===== src/rtl/fpr_pkg.sv =====
// Package: shared encodings for the FP64 range-restriction unit.
// Assumes IEEE-754 binary64 layout: sign, 11-bit exponent, 52-bit mantissa.
package fpr_pkg;

    localparam int FP_W   = 64;
    localparam int EXP_W  = 11;
    localparam int MAN_W  = FP_W - EXP_W - 1;
    localparam int LANE_W = 2 * FP_W;

    // Comparison selected by control bits [1:0]
    typedef enum logic [1:0] {
        CMP_MIN    = 2'b00,
        CMP_MAX    = 2'b01,
        CMP_MINMAG = 2'b10,
        CMP_MAXMAG = 2'b11
    } cmp_op_e;

    // Sign rule selected by control bits [3:2]
    typedef enum logic [1:0] {
        SGN_SRC_A  = 2'b00,
        SGN_PICKED = 2'b01,
        SGN_CLEAR  = 2'b10,
        SGN_SET    = 2'b11
    } sign_op_e;

    // Operand class bits produced by the classifier
    typedef struct packed {
        logic is_nan;
        logic is_zero;
        logic is_denorm;
    } fp_class_t;

endpackage


===== src/rtl/fpr_classify.sv =====
// Module: fpr_classify
// Classifies one floating-point operand as NaN, zero or subnormal.
// Assumes operand width = 1 + EXP_W + MAN_W; purely combinational.
module fpr_classify
    import fpr_pkg::*;
#(
    parameter int EXP_BITS = EXP_W,
    parameter int MAN_BITS = MAN_W,
    localparam int OP_BITS = 1 + EXP_BITS + MAN_BITS
) (
    input  logic [OP_BITS-1:0] operand,
    output fp_class_t          cls
);

    logic [EXP_BITS-1:0] exp_f;
    logic [MAN_BITS-1:0] man_f;
    logic                exp_max;
    logic                exp_min;
    logic                man_nz;

    // Split fields and derive class flags
    always_comb begin
        exp_f         = operand[OP_BITS-2 -: EXP_BITS];
        man_f         = operand[MAN_BITS-1:0];
        exp_max       = &exp_f;
        exp_min       = ~|exp_f;
        man_nz        = |man_f;
        cls.is_nan    = exp_max & man_nz;
        cls.is_zero   = exp_min & ~man_nz;
        cls.is_denorm = exp_min & man_nz;
    end

endmodule


===== src/rtl/fpr_select.sv =====
// Module: fpr_select
// Chooses one of two non-NaN operands for min, max, min-magnitude or
// max-magnitude. Opposite-signed zeros and equal-magnitude opposite-sign
// pairs resolve by fixed rules; identical operands return operand A.
// Assumes NaNs are handled downstream; infinities compare by magnitude.
module fpr_select
    import fpr_pkg::*;
#(
    parameter int OP_BITS = FP_W
) (
    input  logic [OP_BITS-1:0] op_a,
    input  logic [OP_BITS-1:0] op_b,
    input  cmp_op_e            cmp_op,
    input  logic               both_zero,
    output logic               pick_b,
    output logic [OP_BITS-1:0] picked
);

    localparam int MAG_BITS = OP_BITS - 1;

    logic [MAG_BITS-1:0] mag_a;
    logic [MAG_BITS-1:0] mag_b;
    logic                sgn_a;
    logic                sgn_b;
    logic                a_smaller;
    logic                b_smaller;
    logic                sgn_diff;

    // Magnitude and sign comparisons shared by all four operations
    always_comb begin
        mag_a     = op_a[MAG_BITS-1:0];
        mag_b     = op_b[MAG_BITS-1:0];
        sgn_a     = op_a[OP_BITS-1];
        sgn_b     = op_b[OP_BITS-1];
        a_smaller = mag_a < mag_b;
        b_smaller = mag_b < mag_a;
        sgn_diff  = sgn_a ^ sgn_b;
    end

    // Decide which operand the selected comparison returns
    always_comb begin
        pick_b = 1'b0;
        unique case (cmp_op)
            CMP_MIN: begin
                if (sgn_diff)      pick_b = sgn_b;
                else if (!sgn_a)   pick_b = b_smaller;
                else               pick_b = a_smaller;
            end
            CMP_MAX: begin
                if (sgn_diff)      pick_b = ~sgn_b;
                else if (!sgn_a)   pick_b = a_smaller;
                else               pick_b = b_smaller;
            end
            CMP_MINMAG: begin
                if (b_smaller)     pick_b = 1'b1;
                else if (a_smaller) pick_b = 1'b0;
                else if (sgn_diff && !both_zero) pick_b = sgn_b;
                else               pick_b = 1'b0;
            end
            CMP_MAXMAG: begin
                if (a_smaller)     pick_b = 1'b1;
                else if (b_smaller) pick_b = 1'b0;
                else if (sgn_diff && !both_zero) pick_b = ~sgn_b;
                else               pick_b = 1'b0;
            end
            default:               pick_b = 1'b0;
        endcase
    end

    // Route the chosen operand
    always_comb begin
        picked = pick_b ? op_b : op_a;
    end

endmodule


===== src/rtl/fpr_finish.sv =====
// Module: fpr_finish
// Applies the sign rule to the picked value, or substitutes the quieted
// first NaN operand when a NaN is present (sign rule ignored then).
// Assumes the quiet bit is the top mantissa bit.
module fpr_finish
    import fpr_pkg::*;
#(
    parameter int OP_BITS  = FP_W,
    parameter int MAN_BITS = MAN_W
) (
    input  logic [OP_BITS-1:0] op_a,
    input  logic [OP_BITS-1:0] op_b,
    input  logic [OP_BITS-1:0] picked,
    input  sign_op_e           sign_op,
    input  logic               a_nan,
    input  logic               b_nan,
    output logic [OP_BITS-1:0] value,
    output logic               nan_seen
);

    localparam int QUIET_BIT = MAN_BITS - 1;
    localparam int SIGN_BIT  = OP_BITS - 1;

    logic                new_sign;
    logic [OP_BITS-1:0]  nan_val;
    logic [OP_BITS-1:0]  signed_val;

    // Compute the overriding sign bit
    always_comb begin
        unique case (sign_op)
            SGN_SRC_A:  new_sign = op_a[SIGN_BIT];
            SGN_PICKED: new_sign = picked[SIGN_BIT];
            SGN_CLEAR:  new_sign = 1'b0;
            SGN_SET:    new_sign = 1'b1;
            default:    new_sign = picked[SIGN_BIT];
        endcase
        signed_val = {new_sign, picked[SIGN_BIT-1:0]};
    end

    // Quiet the first NaN operand, A taking priority over B
    always_comb begin
        nan_val            = a_nan ? op_a : op_b;
        nan_val[QUIET_BIT] = 1'b1;
        nan_seen           = a_nan | b_nan;
        value              = nan_seen ? nan_val : signed_val;
    end

endmodule


===== src/rtl/fp_range_unit.sv =====
// Module: fp_range_unit (top)
// One-lane FP64 range-restriction unit with write masking and a single
// registered output stage. Upper lane bits pass through from src_a.
// Assumes synchronous active-low reset; outputs hold between operations.
module fp_range_unit
    import fpr_pkg::*;
#(
    parameter int ELEM_W = FP_W,
    parameter int EXP_BW = EXP_W,
    localparam int MAN_BW = ELEM_W - EXP_BW - 1,
    localparam int LANE_BW = 2 * ELEM_W
) (
    input  logic               clk,
    input  logic               rst_n,
    input  logic               in_valid,
    input  logic [7:0]         ctrl,
    input  logic [LANE_BW-1:0] src_a,
    input  logic [ELEM_W-1:0]  src_b,
    input  logic [ELEM_W-1:0]  dest_old,
    input  logic               mask_en,
    input  logic               mask_bit,
    input  logic               zero_mode,
    output logic               out_valid,
    output logic [LANE_BW-1:0] result,
    output logic               invalid_flag,
    output logic               denorm_flag,
    output logic               ctrl_err
);

    logic [ELEM_W-1:0] ops [2];
    fp_class_t         cls [2];
    logic              pick_b;
    logic [ELEM_W-1:0] picked;
    logic [ELEM_W-1:0] range_val;
    logic              nan_seen;
    logic              lane_on;
    logic [ELEM_W-1:0] low_next;
    cmp_op_e           cmp_op;
    sign_op_e          sign_op;

    // Gather operands and decode control fields
    always_comb begin
        ops[0]  = src_a[ELEM_W-1:0];
        ops[1]  = src_b;
        cmp_op  = cmp_op_e'(ctrl[1:0]);
        sign_op = sign_op_e'(ctrl[3:2]);
    end

    // One classifier per operand
    for (genvar gi = 0; gi < 2; gi++) begin : g_cls
        fpr_classify #(.EXP_BITS(EXP_BW), .MAN_BITS(MAN_BW)) cls_i (
            .operand (ops[gi]),
            .cls     (cls[gi])
        );
    end

    fpr_select #(.OP_BITS(ELEM_W)) sel_i (
        .op_a      (ops[0]),
        .op_b      (ops[1]),
        .cmp_op    (cmp_op),
        .both_zero (cls[0].is_zero & cls[1].is_zero),
        .pick_b    (pick_b),
        .picked    (picked)
    );

    fpr_finish #(.OP_BITS(ELEM_W), .MAN_BITS(MAN_BW)) fin_i (
        .op_a     (ops[0]),
        .op_b     (ops[1]),
        .picked   (picked),
        .sign_op  (sign_op),
        .a_nan    (cls[0].is_nan),
        .b_nan    (cls[1].is_nan),
        .value    (range_val),
        .nan_seen (nan_seen)
    );

    // Apply the write mask to the low element
    always_comb begin
        lane_on = ~mask_en | mask_bit;
        if (lane_on)        low_next = range_val;
        else if (zero_mode) low_next = '0;
        else                low_next = dest_old;
    end

    // Output register stage, updated only on accepted operations
    always_ff @(posedge clk) begin
        if (!rst_n) begin
            out_valid    <= 1'b0;
            result       <= '0;
            invalid_flag <= 1'b0;
            denorm_flag  <= 1'b0;
            ctrl_err     <= 1'b0;
        end else begin
            out_valid <= in_valid;
            if (in_valid) begin
                result       <= {src_a[LANE_BW-1:ELEM_W], low_next};
                invalid_flag <= lane_on & nan_seen;
                denorm_flag  <= lane_on & (cls[0].is_denorm | cls[1].is_denorm);
                ctrl_err     <= |ctrl[7:4];
            end
        end
    end

endmodule


===== config.mk =====
export PLATFORM = sky130hd
export DESIGN_NAME = fp_range_unit
export DESIGN_NICKNAME = d
export VERILOG_FILES = /design/src/rtl/fpr_pkg.sv /design/src/rtl/fpr_classify.sv /design/src/rtl/fpr_select.sv /design/src/rtl/fpr_finish.sv /design/src/rtl/fp_range_unit.sv
export SDC_FILE = /design/constraint.sdc
export NUM_CORES = 1
export LEC_CHECK = 0
export BUFFER_PORTS_ARGS = -buffer_cell sky130_fd_sc_hd__buf_4
export CORE_AREA = 10 10 147 149
export CTS_CLUSTER_DIAMETER = 200
export CTS_CLUSTER_SIZE = 40
export DETAILED_ROUTE_END_ITERATION = 8
export DIE_AREA = 0 0 157 159
export PLACE_DENSITY = 0.73
export SLEW_MARGIN = 15
export SYNTH_ARGS = -nofsm -noshare
export SYNTH_HDL_FRONTEND = slang
export SYNTH_SLANG_ARGS = --single-unit

===== constraint.sdc =====
create_clock -name clk -period 5.18 [get_ports clk]
set_input_delay 0.259 -clock clk [delete_from_list [all_inputs] [get_ports clk]]
set_output_delay 0.259 -clock clk [all_outputs]
set_load 0.005 [all_outputs]

# Word-level counts from Yosys, hierarchy flattened
# Cells that the tools add are included.
totals:
  rom_bits: 0
  input_bits: 270
  ff_bits: 132
  elab_cells: 60
  latch_bits: 0
  mem_bits_rw: 0
  n_memories: 0
  output_inout_bits: 132
op_classes:
  n_shift: 0
  n_eq_ne: 6
  bitwise: 17
  magnitude_cmp: 2
  multipliers: 0
  n_reduce_logical: 13
  mux: 17
  addsub: 0
  div_mod_pow: 0
ops:
  columns: ["op", "count"]
  rows:
  - ["two-way mux 64 bit", 5]
  - ["less-than comparator 63 bit", 2]
  - ["OR reduction 52 bit", 2]
  - ["AND reduction 11 bit", 2]
  - ["OR reduction 11 bit", 2]
  - ["two-way mux 1 bit", 10]
  - ["bitwise AND 1 bit", 9]
  - ["== test 2 bit, second input constant", 4]
  - ["one-hot mux 1 bit (4 select lines)", 2]
  - ["== test 2 x 1 -> 1 bit, second input constant", 2]
  - ["zero test 2 bit", 2]
  - ["NOT 1 bit", 4]
  - ["OR reduction 4 bit", 1]
  - ["zero test 1 bit", 3]
  - ["bitwise OR 1 bit", 3]
  - ["logical AND 1 bit", 1]
  - ["XOR 1 bit", 1]

# Logic depth before layout (Yosys ltp)
logic_depth:
  depth_word: 14
  depth_mapped: 14
  depth_no_buf: 12

# Cells and area by module
# A second synthesis with hierarchy kept.
unflattened:
  hier_cells: 1167
  area_unflattened_um2: 10212.3
by_module_without_submodules:
  columns: ["module", "area_per_inst_um2", "instances", "cells_each", "seq_area_each_um2"]
  rows:
  - ["fp_range_unit", 5816.8, 1, 580, 2642.5]
  - ["fpr_select", 2680.1, 1, 316, 0.0]
  - ["fpr_finish", 1355.0, 1, 215, 0.0]
  - ["fpr_classify", 180.2, 2, 28, 0.0]

# Least setup slack after synthesis
# No wires, ideal clock.
synth_timing:
  path_kind: "input-to-reg"
  from: "in src_a[45]"
  to: "reg result[0]"
  slack_ps: 2233
  path_stages: 14
  setup_ps: 134
  t_arrival_ps: 2814
  path_buffers: 2
  t_required_ps: 5046
  path_cell_list: "inv_1 -> ha_1 -> nand4_1 -> nor2_1 -> a221oi_1 -> o211ai_1 -> a22o_1 -> or2_0 -> a221o_1 -> a31oi_4 -> buf_6 -> buf_6 -> mux2i_1 -> o22ai_1"
synth_via:
  elab_chain_cells: 13
  elab_cells_between_ends: 25
  classes_between: "order compare (2); mux (15); bitwise (5); reduce/logical (3)"
synth_lines:
  columns: ["element", "line", "rtl"]
  rows:
  - ["from (decl)", "fp_range_unit.sv:17", "input logic [LANE_BW-1:0] src_a,"]
  - ["parallel branches: the longest is 11 deep, another holds less-than comparator 63 bit", null, null]
  - ["two-way mux 64 bit (*)", "fpr_finish.sv:45", "value = nan_seen ? nan_val : signed_val;"]
  - ["two-way mux 64 bit (*)", "fp_range_unit.sv:80", "if (lane_on) low_next = range_val;"]
  - ["to (signal assigned)", "fp_range_unit.sv:96", "result <= {src_a[LANE_BW-1:ELEM_W], low_next};"]
  - ["to (decl)", "fp_range_unit.sv:24", "output logic [LANE_BW-1:0] result,"]
# Mark *: on every way between the ends.
# A chain may end at the register's enable or synchronous reset.

# Worst setup path in the final report
layout_timing:
  from: "in src_a[57]"
  to: "reg result[11]"
layout_via:
  elab_chain_cells: 13
  elab_cells_between_ends: 26
  classes_between: "order compare (2); mux (15); bitwise (4); reduce/logical (5)"
layout_lines:
  columns: ["element", "line"]
  rows:
  - ["parallel branches: the longest is 11 deep, another holds less-than comparator 63 bit", null]
  - ["two-way mux 64 bit (*)", "fpr_finish.sv:45"]
  - ["two-way mux 64 bit (*)", "fp_range_unit.sv:80"]
# Marked as above.

==> qor.csv <==
stage,metric,value,unit
logic_synthesis,netlist_instances,840,
setup_path,cp.arrival,3.67,ns
layout,design_area,11300,um2
sta,tightest_slew,1.18,ns
floorplanning,die_w,157,um
clock_network,cts.path.max_buffers,2,
floorplanning,core-area,18600,um2
sta,tns,0,ns
routing,first_iter_violations,611,
setup_path,start_kind,primary input,
placement,port_buffers,401,
logic_synthesis,synthesis.area,7510,um2
logic_synthesis,ys_seq_area_share,35.2,%
placement,place_area,10700,um2
logic_synthesis,postSynthAreaPerCell,8.94,um2
power_and_ir_drop,p_leak,0.00560,uW
clock_network,cts.htree.levels,4,
global_routing,grt_pass1_vias,8252,
floorplanning,io_pins,402,
sta,relSlewSlack,21.3,%
floorplanning,rows,50,
setup_path,reg2reg_depth,2,
routing,viasPerCell,5.60,
logic_synthesis,synth_cell_types,46,
logic_synthesis,ys_ff_latch,132,
clock_network,clock-root-buffer,clkbuf_16,
sta,finalSetupViolCount,0,
sta,clock_skew,0,ns
setup_path,critPathKind,primary input to flip-flop,
clock_network,clk_latency,0.42,ns
sta,hold_viol_final,0,
setup_path,worstReg2RegStart,result[50],
global_routing,overflow,0,
logic_synthesis,yosys_warnings,0,
global_routing,track_usage,24.7,%
routing,drc,0,
setup_path,reg2reg_to,result[50],
sta,maxSlewViolCount,0,
setup_path,endpoint_kind,flip-flop,
setup_path,path_max_fanout,19,
sta,setup_ws,1.77,ns
min_path,min_path_type,primary input to flip-flop,
sta,rsz0062_at_grt,false,
clock_network,clock_sinks,132,
min_path,holdPathEnd,result[81],
placement,routabilityCongestion,0.936,
routing,first_pass_iters,7,
clock_network,ctsResizeCount,0,
min_path,hp-start,src_a[81],
sta,timing.fmax,0.293,GHz
floorplanning,die_area,25000,um2
logic_synthesis,synthArstFlopShare,0,%
setup_path,rrSetupSlack,4.28,ns
layout,nets,1552,
routing,vias,8214,
layout,fillers,1651,
layout,drive_above_1_share,36.7,%
clock_network,clk_pin_slew_worst_paths,0.06,ns
clock_network,post_cts_buffers,0,
routing,antenna_left,0,
power_and_ir_drop,power_density,284,nW/um2
clock_network,cts_hold_buf,0,
global_routing,grt_pass1_wl,48.6,mm
clock_network,cts_tree,done,
floorplanning,chipHeight,159,um
routing,wl,32.8,mm
sta,period_share,65.9,%
setup_path,worstPathRequired,5.43,ns
layout,area_growth_syn_to_layout,50.7,%
layout,ff_latch_area,2640,um2
status,status,"complete, no violations",
placement,pre_cts_slack,1.38,ns
logic_synthesis,synth-main-ff-cell,dfxtp_1,
global_routing,grt_max_degree,84,
global_routing,grt_antenna_before_repair,1,
job,max_cap_violations,0,
min_path,whs_path_depth,3,
logic_synthesis,synth_edf_count,0,
logic_synthesis,syn_nets,1173,
placement,dp_hpwl,26.5,mm
sta,fin_crit,3.41,ns
floorplanning,initial_core_util,40.4,%
routing,wl_per_cell,22.4,um
layout,multi_input_area,4390,um2
clock_network,numCtsBuffers,17,
power_and_ir_drop,vdd_drop_max,0.221,mV
## state kept, by name, summed over array words and instances (netlist names)
register / cells
out_valid: 1
denorm_flag: 1
ctrl_err: 1
result: 128
invalid_flag: 1
## worst max-delay path by stage
| stage | depth (start not counted) | to | start |
|---|---|---|---|
| after floorplan | 14 | result[0] | src_a[45] |
| after global placement | 13 | result[11] | src_a[60] |
| after detailed placement | 13 | result[11] | src_a[61] |
| after CTS | 13 | result[11] | src_a[57] |
| after global routing | 13 | result[11] | src_a[60] |
| final | 13 | result[11] | src_a[57] |
## layer usage
metal / part of all wire [%] / global-route usage (%) / up-vias
met1: 38 / 27.1 / 3812
met5: 0 / 0 / -
met3: 10 / 8.74 / 69
met4: 3.4 / 10.5 / 0
li1: - / - / 3910
met2: 49 / 41.9 / 423
## synth_stat cells, types with 3 or more instances
library cell | count | area [um2]
nor4_1 | 40 | 250
o22ai_1 | 57 | 357
a22oi_1 | 52 | 390
a21oi_1 | 34 | 170
o211ai_1 | 3 | 22.5
ha_1 | 63 | 788
inv_1 | 69 | 259
o21ai_0 | 17 | 85.1
buf_4 | 4 | 30.0
mux2i_1 | 127 | 1270
clkbuf_1 | 42 | 158
a211oi_1 | 4 | 30.0
nor2_1 | 83 | 312
nor3_1 | 6 | 30.0
nand2_1 | 20 | 75.1
nand3_1 | 13 | 65.1
a22o_1 | 8 | 70.1
nand4_1 | 24 | 150
dfxtp_1 | 132 | 2640
a221oi_1 | 9 | 78.8
## worst max-delay path: stages
cell     delay, ns
buf_4         0.10
inv_1         0.04
ha_1          0.30
nand4_1       0.19
nor4_1        0.57
and3_1        0.27
a22o_1        0.19
o21ai_0       0.10
a221o_1       0.39
a31oi_4       0.42
buf_4         0.40
mux2i_1       0.31
o22ai_1       0.11
## kinds of logic after synthesis
family                     Yosys count  synth area share (%)
AOI/OAI and AO/OA                  198                  17.9
and+or+nand+nor                    195                  12.6
DFF                                132                  35.2
muxes                              129                  17.2
buffers and inverters              121                  6.45
adders and majority gates           63                  10.5
xor gates and xnor gates             2                 0.233
## stage by stage
stage	instances	total power (uW)	hold slack [ns]	util [%]
after CTS	1466	3230	0.0536	60.9
after global placement	1434	1880	0.474	57.5
final	1467	3210	0.0673	60.9
after detailed placement	1434	1890	0.477	57.5
after global routing	1467	3340	0.0664	60.9
after floorplan	840	1490	0.406	-
## power breakdown
group / switching (uW) / total, uW / leakage [uW] / internal (uW)
Sequential: 36.5 / 1120 / 0.00109 / 1090
Combinational: 352 / 746 / 0.00420 / 393
Clock: 518 / 1340 / 0.000314 / 823
Total: 907 / 3210 / 0.00560 / 2300
## cells in the final DEF (no fill, tap or decap), drive strengths merged, types with 2 or more instances in the layout
cell type,count
buf,410
dfxtp,132
mux2i,127
nor2,83
inv,78
ha,63
o22ai,57
a22oi,52
nor4,40
a21oi,34
nand4,24
nand2,20
clkbuf,18
o21ai,17
nand3,13
a221oi,9
a22o,8
nor3,6
a211oi,4
bufinv,4
o211ai,4
clkinv,3
mux2,2
a222oi,2
a21o,2
o31ai,2
and3,2
or2,2
a31oi,2
## final cells by class
type / instances / area share [%]
inverter: 71 / 2.38
tap: 234 / 2.59
antenna: 1 / 0.0221
sequential: 132 / 23.3
clock buffer: 18 / 3.79
timing repair buffer: 410 / 27.2
clock inverter: 14 / 1.88
multi-input combinational: 587 / 38.8
No activity file was read; power rests on OpenSTA's default activity.
